$ cat src/rtl/rxs_pkg.sv
package rxs_pkg;
    typedef struct packed {
        logic err;
        logic setup;
        logic tog;
        logic last;
    } rxs_flags_t;

    typedef enum logic [1:0] {
        Q_EMPTY = 2'd0,
        Q_ONE   = 2'd1,
        Q_TWO   = 2'd2
    } q_state_t;
endpackage

$ cat src/rtl/rxs_capture.sv
module rxs_capture
    import rxs_pkg::*;
(
    input  logic       setup_i,
    input  logic       data1_i,
    input  logic       err_i,
    input  logic       iso_i,
    input  logic       eop_i,
    input  logic       frame_lsb_i,
    output rxs_flags_t flags_o
);
    always_comb begin
        flags_o.err   = err_i;
        flags_o.setup = setup_i;
        if (iso_i) begin
            flags_o.tog  = frame_lsb_i;
            flags_o.last = eop_i;
        end else begin
            flags_o.tog  = data1_i & ~err_i;
            flags_o.last = ~err_i;
        end
    end
endmodule

$ cat src/rtl/rxs_sat.sv
module rxs_sat #(
    parameter int IN_W  = 7,
    parameter int OUT_W = 4
) (
    input  logic [IN_W-1:0]  val_i,
    output logic [OUT_W-1:0] sat_o
);
    localparam int MAXV = (1 << OUT_W) - 1;

    generate
        if (IN_W > OUT_W) begin : g_clip
            always_comb begin
                if (val_i > IN_W'(MAXV))
                    sat_o = OUT_W'(MAXV);
                else
                    sat_o = val_i[OUT_W-1:0];
            end
        end else begin : g_pass
            assign sat_o = OUT_W'(val_i);
        end
    endgenerate
endmodule

$ cat src/rtl/rxs_queue.sv
module rxs_queue
    import rxs_pkg::*;
(
    input  logic       clk,
    input  logic       rst_n,
    input  logic       push_i,
    input  logic       pop_i,
    input  rxs_flags_t new_i,
    output rxs_flags_t head_o,
    output q_state_t   state_o
);
    q_state_t   state_q, state_d;
    rxs_flags_t head_q, head_d;
    rxs_flags_t tail_q, tail_d;

    always_comb begin
        state_d = state_q;
        head_d  = head_q;
        tail_d  = tail_q;
        unique case (state_q)
            Q_EMPTY: begin
                if (push_i) begin
                    state_d = Q_ONE;
                    head_d  = new_i;
                end
            end
            Q_ONE: begin
                if (push_i && pop_i) begin
                    head_d = new_i;
                end else if (push_i) begin
                    state_d = Q_TWO;
                    tail_d  = new_i;
                end else if (pop_i) begin
                    state_d = Q_EMPTY;
                    head_d  = '0;
                end
            end
            Q_TWO: begin
                if (push_i && pop_i) begin
                    head_d = tail_q;
                    tail_d = new_i;
                end else if (push_i) begin
                    tail_d = new_i;
                end else if (pop_i) begin
                    state_d = Q_ONE;
                    head_d  = tail_q;
                    tail_d  = '0;
                end
            end
            default: begin
                state_d = Q_EMPTY;
                head_d  = '0;
                tail_d  = '0;
            end
        endcase
    end

    always_ff @(posedge clk) begin
        if (!rst_n) begin
            state_q <= Q_EMPTY;
            head_q  <= '0;
            tail_q  <= '0;
        end else begin
            state_q <= state_d;
            head_q  <= head_d;
            tail_q  <= tail_d;
        end
    end

    always_comb begin
        state_o = state_q;
        if (state_q == Q_EMPTY)
            head_o = '0;
        else
            head_o = head_q;
    end
endmodule

$ cat src/rtl/rx_status_dual.sv
module rx_status_dual
    import rxs_pkg::*;
#(
    parameter int OCC_W = 7
) (
    input  logic             clk,
    input  logic             rst_n,
    input  logic             pkt_done,
    input  logic             pkt_setup,
    input  logic             pkt_data1,
    input  logic             pkt_err,
    input  logic             iso_mode,
    input  logic             eop_seen,
    input  logic             frame_lsb,
    input  logic [OCC_W-1:0] fifo_occ,
    input  logic             rd_stb,
    output logic [7:0]       status
);
    localparam int CNT_W = 4;

    rxs_flags_t      snap;
    rxs_flags_t      head;
    q_state_t        cur_state;
    logic [CNT_W-1:0] cnt;

    rxs_capture u_cap (
        .setup_i     (pkt_setup),
        .data1_i     (pkt_data1),
        .err_i       (pkt_err),
        .iso_i       (iso_mode),
        .eop_i       (eop_seen),
        .frame_lsb_i (frame_lsb),
        .flags_o     (snap)
    );

    rxs_queue u_q (
        .clk     (clk),
        .rst_n   (rst_n),
        .push_i  (pkt_done),
        .pop_i   (rd_stb),
        .new_i   (snap),
        .head_o  (head),
        .state_o (cur_state)
    );

    rxs_sat #(.IN_W(OCC_W), .OUT_W(CNT_W)) u_sat (
        .val_i (fifo_occ),
        .sat_o (cnt)
    );

    assign status = {head.err, head.setup, head.tog, head.last, cnt};
endmodule

$ cat config.mk
export PLATFORM = sky130hd
export DESIGN_NAME = rx_status_dual
export DESIGN_NICKNAME = d
export VERILOG_FILES = /design/src/rtl/rxs_pkg.sv /design/src/rtl/rxs_capture.sv /design/src/rtl/rxs_sat.sv /design/src/rtl/rxs_queue.sv /design/src/rtl/rx_status_dual.sv
export SDC_FILE = /design/constraint.sdc
export NUM_CORES = 1
export LEC_CHECK = 0
export ABC_AREA = 0
export BUFFER_PORTS_ARGS = -buffer_cell sky130_fd_sc_hd__buf_4
export CORE_MARGIN = 5
export CORE_UTILIZATION = 53
export DETAILED_ROUTE_END_ITERATION = 8
export HOLD_SLACK_MARGIN = 0.1
export PLACE_DENSITY = 0.92
export SYNTH_ARGS = -nofsm -noshare
export SYNTH_HDL_FRONTEND = slang
export SYNTH_HIERARCHICAL = 1
export SYNTH_SLANG_ARGS = --single-unit
$ cat constraint.sdc
create_clock -name clk -period 4.5 [get_ports clk]
set_input_delay 0.225 -clock clk [delete_from_list [all_inputs] [get_ports clk]]
set_output_delay 0.225 -clock clk [all_outputs]
set_load 0.05 [all_outputs]
==> flow_results.xml, run 1 <==
<?xml version="1.0" encoding="UTF-8"?>
<metrics>
  <group name="global_routing">
    <metric name="use_met2" unit="%">31.5</metric>
    <metric name="grt_start_max_net_pins" unit="">16</metric>
    <metric name="grt_pass1_wl" unit="mm">3.39</metric>
    <metric name="grt_pass1_vias" unit="">749</metric>
    <metric name="grt-ovfl-total" unit="">0</metric>
    <metric name="grtUsageTotal" unit="%">18.2</metric>
    <metric name="global_route.usage.met1" unit="%">18.2</metric>
    <metric name="grt_antenna_before_repair" unit="">0</metric>
    <metric name="grt.busiest_layer" unit="">met2</metric>
    <metric name="grt.met3_usage" unit="%">6.73</metric>
  </group>
  <group name="timing">
    <metric name="timing.final.setup_violations" unit="">0</metric>
    <metric name="timing.final.crit_share" unit="%">39.9</metric>
    <metric name="finalWorstPathRequiredPeriod" unit="ns">1.80</metric>
    <metric name="finalSetupTns" unit="ns">0</metric>
    <metric name="max_freq" unit="MHz">557</metric>
    <metric name="tightestPinTransition" unit="ns">0.398</metric>
    <metric name="max-slew-margin-rel" unit="%">73.3</metric>
    <metric name="maxSlewViolCount" unit="">0</metric>
    <metric name="worst_clock_skew" unit="ns">0.000536</metric>
    <metric name="unrepaired_setup_endpoints_after_global_routing" unit="">false</metric>
    <metric name="timing_hold_violations_final" unit="">0</metric>
  </group>
  <group name="floorplanning">
    <metric name="die_height" unit="um">48.4</metric>
    <metric name="fp-row-count" unit="">13</metric>
    <metric name="io_pins" unit="">25</metric>
    <metric name="floorplan.initialDensity" unit="%">57.9</metric>
    <metric name="fp.dieArea" unit="um2">2340</metric>
    <metric name="die-width" unit="um">48.4</metric>
    <metric name="core" unit="um2">1350</metric>
  </group>
  <group name="power">
    <metric name="power.density_cell_area" unit="nW/um2">363</metric>
    <metric name="power.ir.vdd_worst" unit="uV">198</metric>
    <metric name="leakage_component_of_the_power" unit="nW">0.414</metric>
  </group>
  <group name="clock_tree">
    <metric name="worstSkewPairLatency" unit="ns">0.27</metric>
    <metric name="clk_transition_reported_paths" unit="ns">0.07</metric>
    <metric name="numClockSinks" unit="">10</metric>
    <metric name="count_of_buffers_added_by_post_cts_timing_repair_for_setup" unit="">0</metric>
    <metric name="cts_root_buf" unit="">sky130_fd_sc_hd__clkbuf_4</metric>
    <metric name="clock_tree.htree_level_count" unit="">1</metric>
    <metric name="ctsResizeCount" unit="">0</metric>
    <metric name="tritoncts" unit="">done</metric>
    <metric name="cts-root-to-sink-buffers" unit="">2</metric>
    <metric name="post_cts_hold_buffer_count" unit="">0</metric>
    <metric name="tritoncts.num_buffers" unit="">3</metric>
  </group>
  <group name="yosys">
    <metric name="ys_top_cells_by_area" unit="">sky130_fd_sc_hd__dfxtp_1, sky130_fd_sc_hd__ha_1, sky130_fd_sc_hd__nand2_1</metric>
    <metric name="synth.lib_cells_used.distinct" unit="">30</metric>
    <metric name="yosys_register_bits" unit="">10</metric>
    <metric name="number_of_instances_in_the_synthesized_netlist" unit="">92</metric>
    <metric name="portion_of_the_post_synthesis_area_used_by_sequential_elements" unit="%">25.6</metric>
    <metric name="synth_top_area_cell" unit="">sky130_fd_sc_hd__dfxtp_1</metric>
    <metric name="synth_area_per_cell" unit="um2">8.50</metric>
    <metric name="post-synth-top-area-fraction" unit="%">25.6</metric>
    <metric name="synth.cell_area" unit="um2">782</metric>
    <metric name="mappedNetlistNets" unit="">115</metric>
    <metric name="ys.warnings.count" unit="">6</metric>
  </group>
  <group name="detailed_routing">
    <metric name="drt_iter0_drc" unit="">19</metric>
    <metric name="remaining_drc_errors" unit="">0</metric>
    <metric name="detail-route-antenna-nets" unit="">0</metric>
    <metric name="vias" unit="">776</metric>
    <metric name="detail_route.vias_per_cell" unit="">6.16</metric>
    <metric name="route.final.wire_length" unit="mm">2.04</metric>
    <metric name="drt_first_pass_iters" unit="">4</metric>
    <metric name="drt-wirelength-per-cell" unit="um">16.2</metric>
  </group>
  <group name="cells_and_area">
    <metric name="commonest_non_fill_non_tap_cells_in_the_layout" unit="">sky130_fd_sc_hd__buf_4, sky130_fd_sc_hd__nand2_1, sky130_fd_sc_hd__dfxtp_1</metric>
    <metric name="num_antenna_cells" unit="">0</metric>
    <metric name="finalNetCount" unit="">136</metric>
    <metric name="layout.filler_cells" unit="">120</metric>
    <metric name="most_common_cell_after_layout_fill_and_taps_aside" unit="">sky130_fd_sc_hd__buf_4</metric>
    <metric name="syn_to_final_growth" unit="%">20.0</metric>
    <metric name="drive_above_1_share" unit="%">29.7</metric>
    <metric name="finalNonFillerCells" unit="">126</metric>
  </group>
  <group name="critical_path">
    <metric name="timing.reg2reg.worst_path_depth" unit="">6</metric>
    <metric name="crit-reg2reg-launch" unit="">u_q/state_o[0]</metric>
    <metric name="slowest_stage_cell_cp" unit="">sky130_fd_sc_hd__dfxtp_1</metric>
    <metric name="worst_path_largest_cell_delay" unit="ns">0.41</metric>
    <metric name="path_cells" unit="">inv_1, ha_1, and2b_1, buf_4</metric>
    <metric name="r2r_end" unit="">u_q/head_q[1]</metric>
    <metric name="worst-r2r-setup-slack" unit="ns">2.71</metric>
    <metric name="critical_path.endpoint_type" unit="">primary output</metric>
    <metric name="timing.critical_path.from_type" unit="">flip-flop</metric>
    <metric name="worst_setup_path_startpoint" unit="">u_q/state_o[0]</metric>
    <metric name="critPathKind" unit="">reg -&gt; out</metric>
    <metric name="worstPathRequired" unit="ns">4.28</metric>
    <metric name="worstPathMaxFanout" unit="">12</metric>
    <metric name="worst-endpoint-arrival" unit="ns">1.57</metric>
  </group>
  <group name="place">
    <metric name="io_buffers" unit="">24</metric>
    <metric name="dp_hpwl" unit="mm">1.57</metric>
    <metric name="gp_routability_congestion" unit="">0.758</metric>
    <metric name="dp.cells" unit="">123</metric>
  </group>
  <group name="worst_hold_path">
    <metric name="min_delay_path_depth" unit="">3</metric>
    <metric name="holdCritStartpoint" unit="">pkt_setup</metric>
    <metric name="hold-path-endpoint" unit="">u_q/tail_q[2]</metric>
    <metric name="holdCritPathClass" unit="">in -&gt; reg</metric>
  </group>
  <group name="status">
    <metric name="status" unit="">finished clean</metric>
  </group>
  <group name="flow_run">
    <metric name="max_cap_viol_count" unit="">0</metric>
  </group>
</metrics>
[kinds of logic after synthesis]
logic type      count (synthesis)  synth area share, %
compound gates                 22                 21.1
fa+ha+maj                       6                 9.60
buf+inv                        13                 10.7
flops                          10                 25.6
mux                             4                 5.12
simple gates                   37                 27.8
[Yosys cell counts, drive strengths merged]
cell type,number
nor2b,2
nor4bb,1
a22oi,4
nor4b,1
a21oi,3
nor3b,2
dfxtp,10
buf,8
ha,6
inv,5
or4,4
nor2,2
nand3,3
o22ai,1
o211ai,1
o21ai,9
a32o,4
and2b,3
nand2b,1
nand4b,1
nand2,15
nor4,2
mux2i,4
[layer usage]
metal	share of wire [%]	vias to the layer above
met5	0	-
met4	2.9	0
met3	10	7
met2	50	48
met1	37	353
li1	-	368
[layout make-up]
cell class | count | area [um2] | share of cell area [%]
inverter | 5 | 18.8 | 2.00
clock buffer | 3 | 22.5 | 2.40
multi-input combinational | 69 | 498 | 53.1
tap | 15 | 18.8 | 2.00
timing repair buffer | 24 | 180 | 19.2
sequential | 10 | 200 | 21.3
[sequential cells by signal, summed over array words and instances, names as in the netlist]
signal       cells
u_q/state_o      2
u_q/tail_q       4
u_q/head_q       4
[report_power, final]
group / internal (mW) / switching, mW / leakage (nW)
clock network: 0.0310 / 0.0336 / 0.0138
registers: 0.101 / 0.00986 / 0.0815
logic: 0.0657 / 0.0996 / 0.319
total: 0.198 / 0.143 / 0.414
[worst max-delay path: cells and delay by family, from the launching register on]
kind                     cells  cell delay [ns]
buffers and inverters        2             0.30
adder cells (fa/ha/maj)      1             0.35
AND/OR/NAND/NOR              1             0.24
flip-flops                   1             0.41
[how the worst max path moves through the flow]
stage | end | slack (ns) | depth (start not counted)
after floorplan | status[4] | 2.74 | 4
after global placement | u_q/head_q[1] | 2.82 | 6
after detailed placement | u_q/head_q[1] | 2.72 | 6
after CTS | status[7] | 2.70 | 4
after global routing | u_q/head_q[1] | 2.55 | 6
final | status[7] | 2.70 | 4
[stage by stage]
stage               setup WS [ns]  hold WS (ns)  utilization [%]  instance area, um2  power (mW)
global placement             2.82         0.448             67.8                 916       0.269
CTS                          2.70         0.220             69.5                 938       0.340
global route                 2.55         0.228             69.5                 938       0.365
floorplan                    2.74         0.387                -                 782       0.245
detailed placement           2.72         0.464             67.8                 916       0.276
finish                       2.70         0.228             69.5                 938       0.341
No activity file was read; power rests on OpenSTA's default activity.
==> run 2, diff against run 1 <==
--- a/config.mk
+++ b/config.mk
@@ -8,10 +8,10 @@
 export ABC_AREA = 0
 export BUFFER_PORTS_ARGS = -buffer_cell sky130_fd_sc_hd__buf_4
 export CORE_MARGIN = 5
-export CORE_UTILIZATION = 53
+export CORE_UTILIZATION = 49
 export DETAILED_ROUTE_END_ITERATION = 8
 export HOLD_SLACK_MARGIN = 0.1
-export PLACE_DENSITY = 0.92
+export PLACE_DENSITY = 0.86
 export SYNTH_ARGS = -nofsm -noshare
 export SYNTH_HDL_FRONTEND = slang
 export SYNTH_HIERARCHICAL = 1
==> constraint.sdc (replaced) <==
create_clock -name clk -period 1.7 [get_ports clk]
set_input_delay 0.085 -clock clk [delete_from_list [all_inputs] [get_ports clk]]
set_output_delay 0.085 -clock clk [all_outputs]
set_load 0.05 [all_outputs]
==> run 2 against run 1 <==
  * Clock power grew to 3.4 times the previous value
  * Sequential power grew to 2.7 times the previous value
  * Largest cell class unchanged
  * Register-to-register slack worse by 2.7 ns
  * Worst setup slack worse by 2.7 ns
  * Die area is 6.5% higher
  * Largest power group unchanged
  * Critical endpoint is now u_q/state_o[0]
  * Via count is 1.5% higher
==> flow_results.xml, run 2 (synthesis gave the netlist of run 1 again) <==
<?xml version="1.0" encoding="UTF-8"?>
<metrics>
  <group name="place">
    <metric name="place_area" unit="um2">932</metric>
    <metric name="dp.cells" unit="">126</metric>
    <metric name="dp_slack" unit="ns">0.0117</metric>
    <metric name="gp_routability_congestion" unit="">0.805</metric>
    <metric name="io_buffers" unit="">24</metric>
    <metric name="dp_hpwl" unit="mm">1.53</metric>
  </group>
  <group name="floorplanning">
    <metric name="floorplan.initialDensity" unit="%">51.9</metric>
    <metric name="die-width" unit="um">50.0</metric>
    <metric name="core" unit="um2">1510</metric>
    <metric name="io_pins" unit="">25</metric>
    <metric name="die_height" unit="um">50.0</metric>
    <metric name="fp-row-count" unit="">14</metric>
    <metric name="fp.dieArea" unit="um2">2500</metric>
  </group>
  <group name="timing">
    <metric name="maxSlewViolCount" unit="">0</metric>
    <metric name="timing_hold_violations_final" unit="">0</metric>
    <metric name="timing.final.crit_share" unit="%">98.1</metric>
    <metric name="tightestPinTransition" unit="ns">0.397</metric>
    <metric name="max-slew-margin-rel" unit="%">73.3</metric>
    <metric name="timing.final.setup_violations" unit="">0</metric>
    <metric name="layout_setup_ws" unit="ns">0.0321</metric>
    <metric name="worst_hold_slack" unit="ns">0.147</metric>
    <metric name="max_freq" unit="MHz">600</metric>
    <metric name="worst_clock_skew" unit="ns">0.00399</metric>
    <metric name="finalWorstPathRequiredPeriod" unit="ns">1.67</metric>
    <metric name="unrepaired_setup_endpoints_after_global_routing" unit="">true</metric>
  </group>
  <group name="cells_and_area">
    <metric name="layout.cell_area.non_filler" unit="um2">998</metric>
    <metric name="drive_above_1_share" unit="%">35.3</metric>
    <metric name="finalNetCount" unit="">140</metric>
    <metric name="finalNonFillerCells" unit="">132</metric>
    <metric name="syn_to_final_growth" unit="%">27.7</metric>
    <metric name="commonest_non_fill_non_tap_cells_in_the_layout" unit="">sky130_fd_sc_hd__buf_4, sky130_fd_sc_hd__nand2_1, sky130_fd_sc_hd__dfxtp_1</metric>
    <metric name="multi_input_area" unit="um2">505</metric>
    <metric name="num_antenna_cells" unit="">0</metric>
    <metric name="area.sequential" unit="um2">203</metric>
    <metric name="most_common_cell_after_layout_fill_and_taps_aside" unit="">sky130_fd_sc_hd__buf_4</metric>
    <metric name="layout.filler_cells" unit="">129</metric>
  </group>
  <group name="critical_path">
    <metric name="timing.critical_path.from_type" unit="">flip-flop</metric>
    <metric name="worst-r2r-setup-slack" unit="ns">0.03</metric>
    <metric name="path_cells" unit="">inv_1, ha_1, nor4b_1, nor4_2, o21ai_0</metric>
    <metric name="worstPathBufferInverterCount" unit="">1</metric>
    <metric name="critPathKind" unit="">reg -&gt; reg</metric>
    <metric name="worstPathMaxFanout" unit="">5</metric>
    <metric name="slowest_stage_cell_cp" unit="">sky130_fd_sc_hd__nor4b_1</metric>
    <metric name="worstPathRequired" unit="ns">1.86</metric>
    <metric name="worst-endpoint-arrival" unit="ns">1.82</metric>
    <metric name="worst_path_largest_cell_delay" unit="ns">0.39</metric>
    <metric name="critical_path.endpoint_type" unit="">flip-flop</metric>
    <metric name="critical_path.top_delay_family" unit="">simple AND/OR/NAND/NOR gates</metric>
  </group>
  <group name="power">
    <metric name="power.ir.vdd_worst" unit="uV">572</metric>
    <metric name="power.density_cell_area" unit="nW/um2">1010</metric>
    <metric name="leakage_component_of_the_power" unit="nW">0.436</metric>
    <metric name="p_total" unit="mW">1.01</metric>
  </group>
  <group name="clock_tree">
    <metric name="tritoncts.num_buffers" unit="">3</metric>
    <metric name="worstSkewPairLatency" unit="ns">0.27</metric>
    <metric name="tritoncts" unit="">done</metric>
    <metric name="cts-root-to-sink-buffers" unit="">2</metric>
    <metric name="numClockSinks" unit="">10</metric>
    <metric name="count_of_buffers_added_by_post_cts_timing_repair_for_setup" unit="">0</metric>
    <metric name="cts_root_buf" unit="">sky130_fd_sc_hd__clkbuf_4</metric>
    <metric name="clock_tree.htree_level_count" unit="">1</metric>
    <metric name="clk_transition_reported_paths" unit="ns">0.07</metric>
  </group>
  <group name="detailed_routing">
    <metric name="drt-wirelength-per-cell" unit="um">16.0</metric>
    <metric name="vias" unit="">788</metric>
    <metric name="drt_first_pass_iters" unit="">6</metric>
    <metric name="route.final.wire_length" unit="mm">2.11</metric>
    <metric name="remaining_drc_errors" unit="">0</metric>
    <metric name="detail_route.vias_per_cell" unit="">5.97</metric>
    <metric name="detail-route-antenna-nets" unit="">0</metric>
    <metric name="drt_iter0_drc" unit="">40</metric>
  </group>
  <group name="global_routing">
    <metric name="grtUsageTotal" unit="%">17.6</metric>
    <metric name="grt_antenna_before_repair" unit="">0</metric>
    <metric name="grt_pass1_wl" unit="mm">3.46</metric>
    <metric name="grt_pass1_vias" unit="">769</metric>
    <metric name="grt_start_max_net_pins" unit="">16</metric>
    <metric name="grt-ovfl-total" unit="">0</metric>
  </group>
  <group name="flow_run">
    <metric name="max_cap_viol_count" unit="">0</metric>
  </group>
  <group name="worst_hold_path">
    <metric name="holdCritPathClass" unit="">in -&gt; reg</metric>
  </group>
  <group name="status">
    <metric name="status" unit="">finished clean</metric>
  </group>
</metrics>
run 2: cell types whose count changed in the layout (fill, tap and decap cells not counted):
cell                            previous run  this run
sky130_fd_sc_hd__dfxtp_2                   0         2
sky130_fd_sc_hd__dfxtp_1                  10         8
sky130_fd_sc_hd__dlygate4sd3_1             0         2
sky130_fd_sc_hd__clkbuf_8                  0         1
sky130_fd_sc_hd__buf_4                    24        26
sky130_fd_sc_hd__ha_2                      0         3
sky130_fd_sc_hd__ha_1                      6         3
run 2: layout make-up:
cell class | count | area share [%]
clock buffers | 4 | 3.63
inverters | 5 | 1.88
multi-input cells | 69 | 50.6
flip-flops and latches | 10 | 20.3
well taps | 16 | 2.01
repair buffers | 28 | 21.6
run 2: routing by layer:
layer  GRT usage [%]  wire length, um
met5               0                0
met4            7.42               70
met1            19.6              823
met3            4.52              184
met2            30.9             1030
run 2: path summary, 6_finish.rpt:
kind	depth (start not counted)	start	endpoint
worst max-delay path	5	u_q/state_o[0]	u_q/state_o[0]
worst min-delay path	4	iso_mode	u_q/tail_q[1]
worst max register to register	5	u_q/state_o[0]	u_q/state_o[0]
worst min register to register	2	u_q/tail_q[0]	u_q/tail_q[0]
run 2: what timing repair did:
action | in CTS | in global routing
hold endpoints to repair | 2 | 0
hold buffers | 2 | 0
endpoints found under the setup margin | 4 | 5
resized for setup | 2 | 3
pin swaps | 0 | 1
run 2: tightest hold or removal path: cells and delay by family:
family | cells | cell delay [ns]
AOI/OAI and AO/OA | 1 | 0.07
buffers and inverters | 1 | 0.10
muxes | 1 | 0.05
and+or+nand+nor | 1 | 0.05
run 2: power by group:
part	total, mW	switching, mW	internal [mW]
registers	0.298	0.0280	0.270
clock network	0.222	0.0925	0.130
logic	0.485	0.280	0.206
run 2: per-stage QoR:
step | util [%] | setup TNS, ns
after detailed placement | 61.9 | 0
after CTS | 65.8 | 0
after global routing | 66.3 | -0.0497
after global placement | 61.9 | 0
after floorplan | - | 0
final | 66.3 | 0
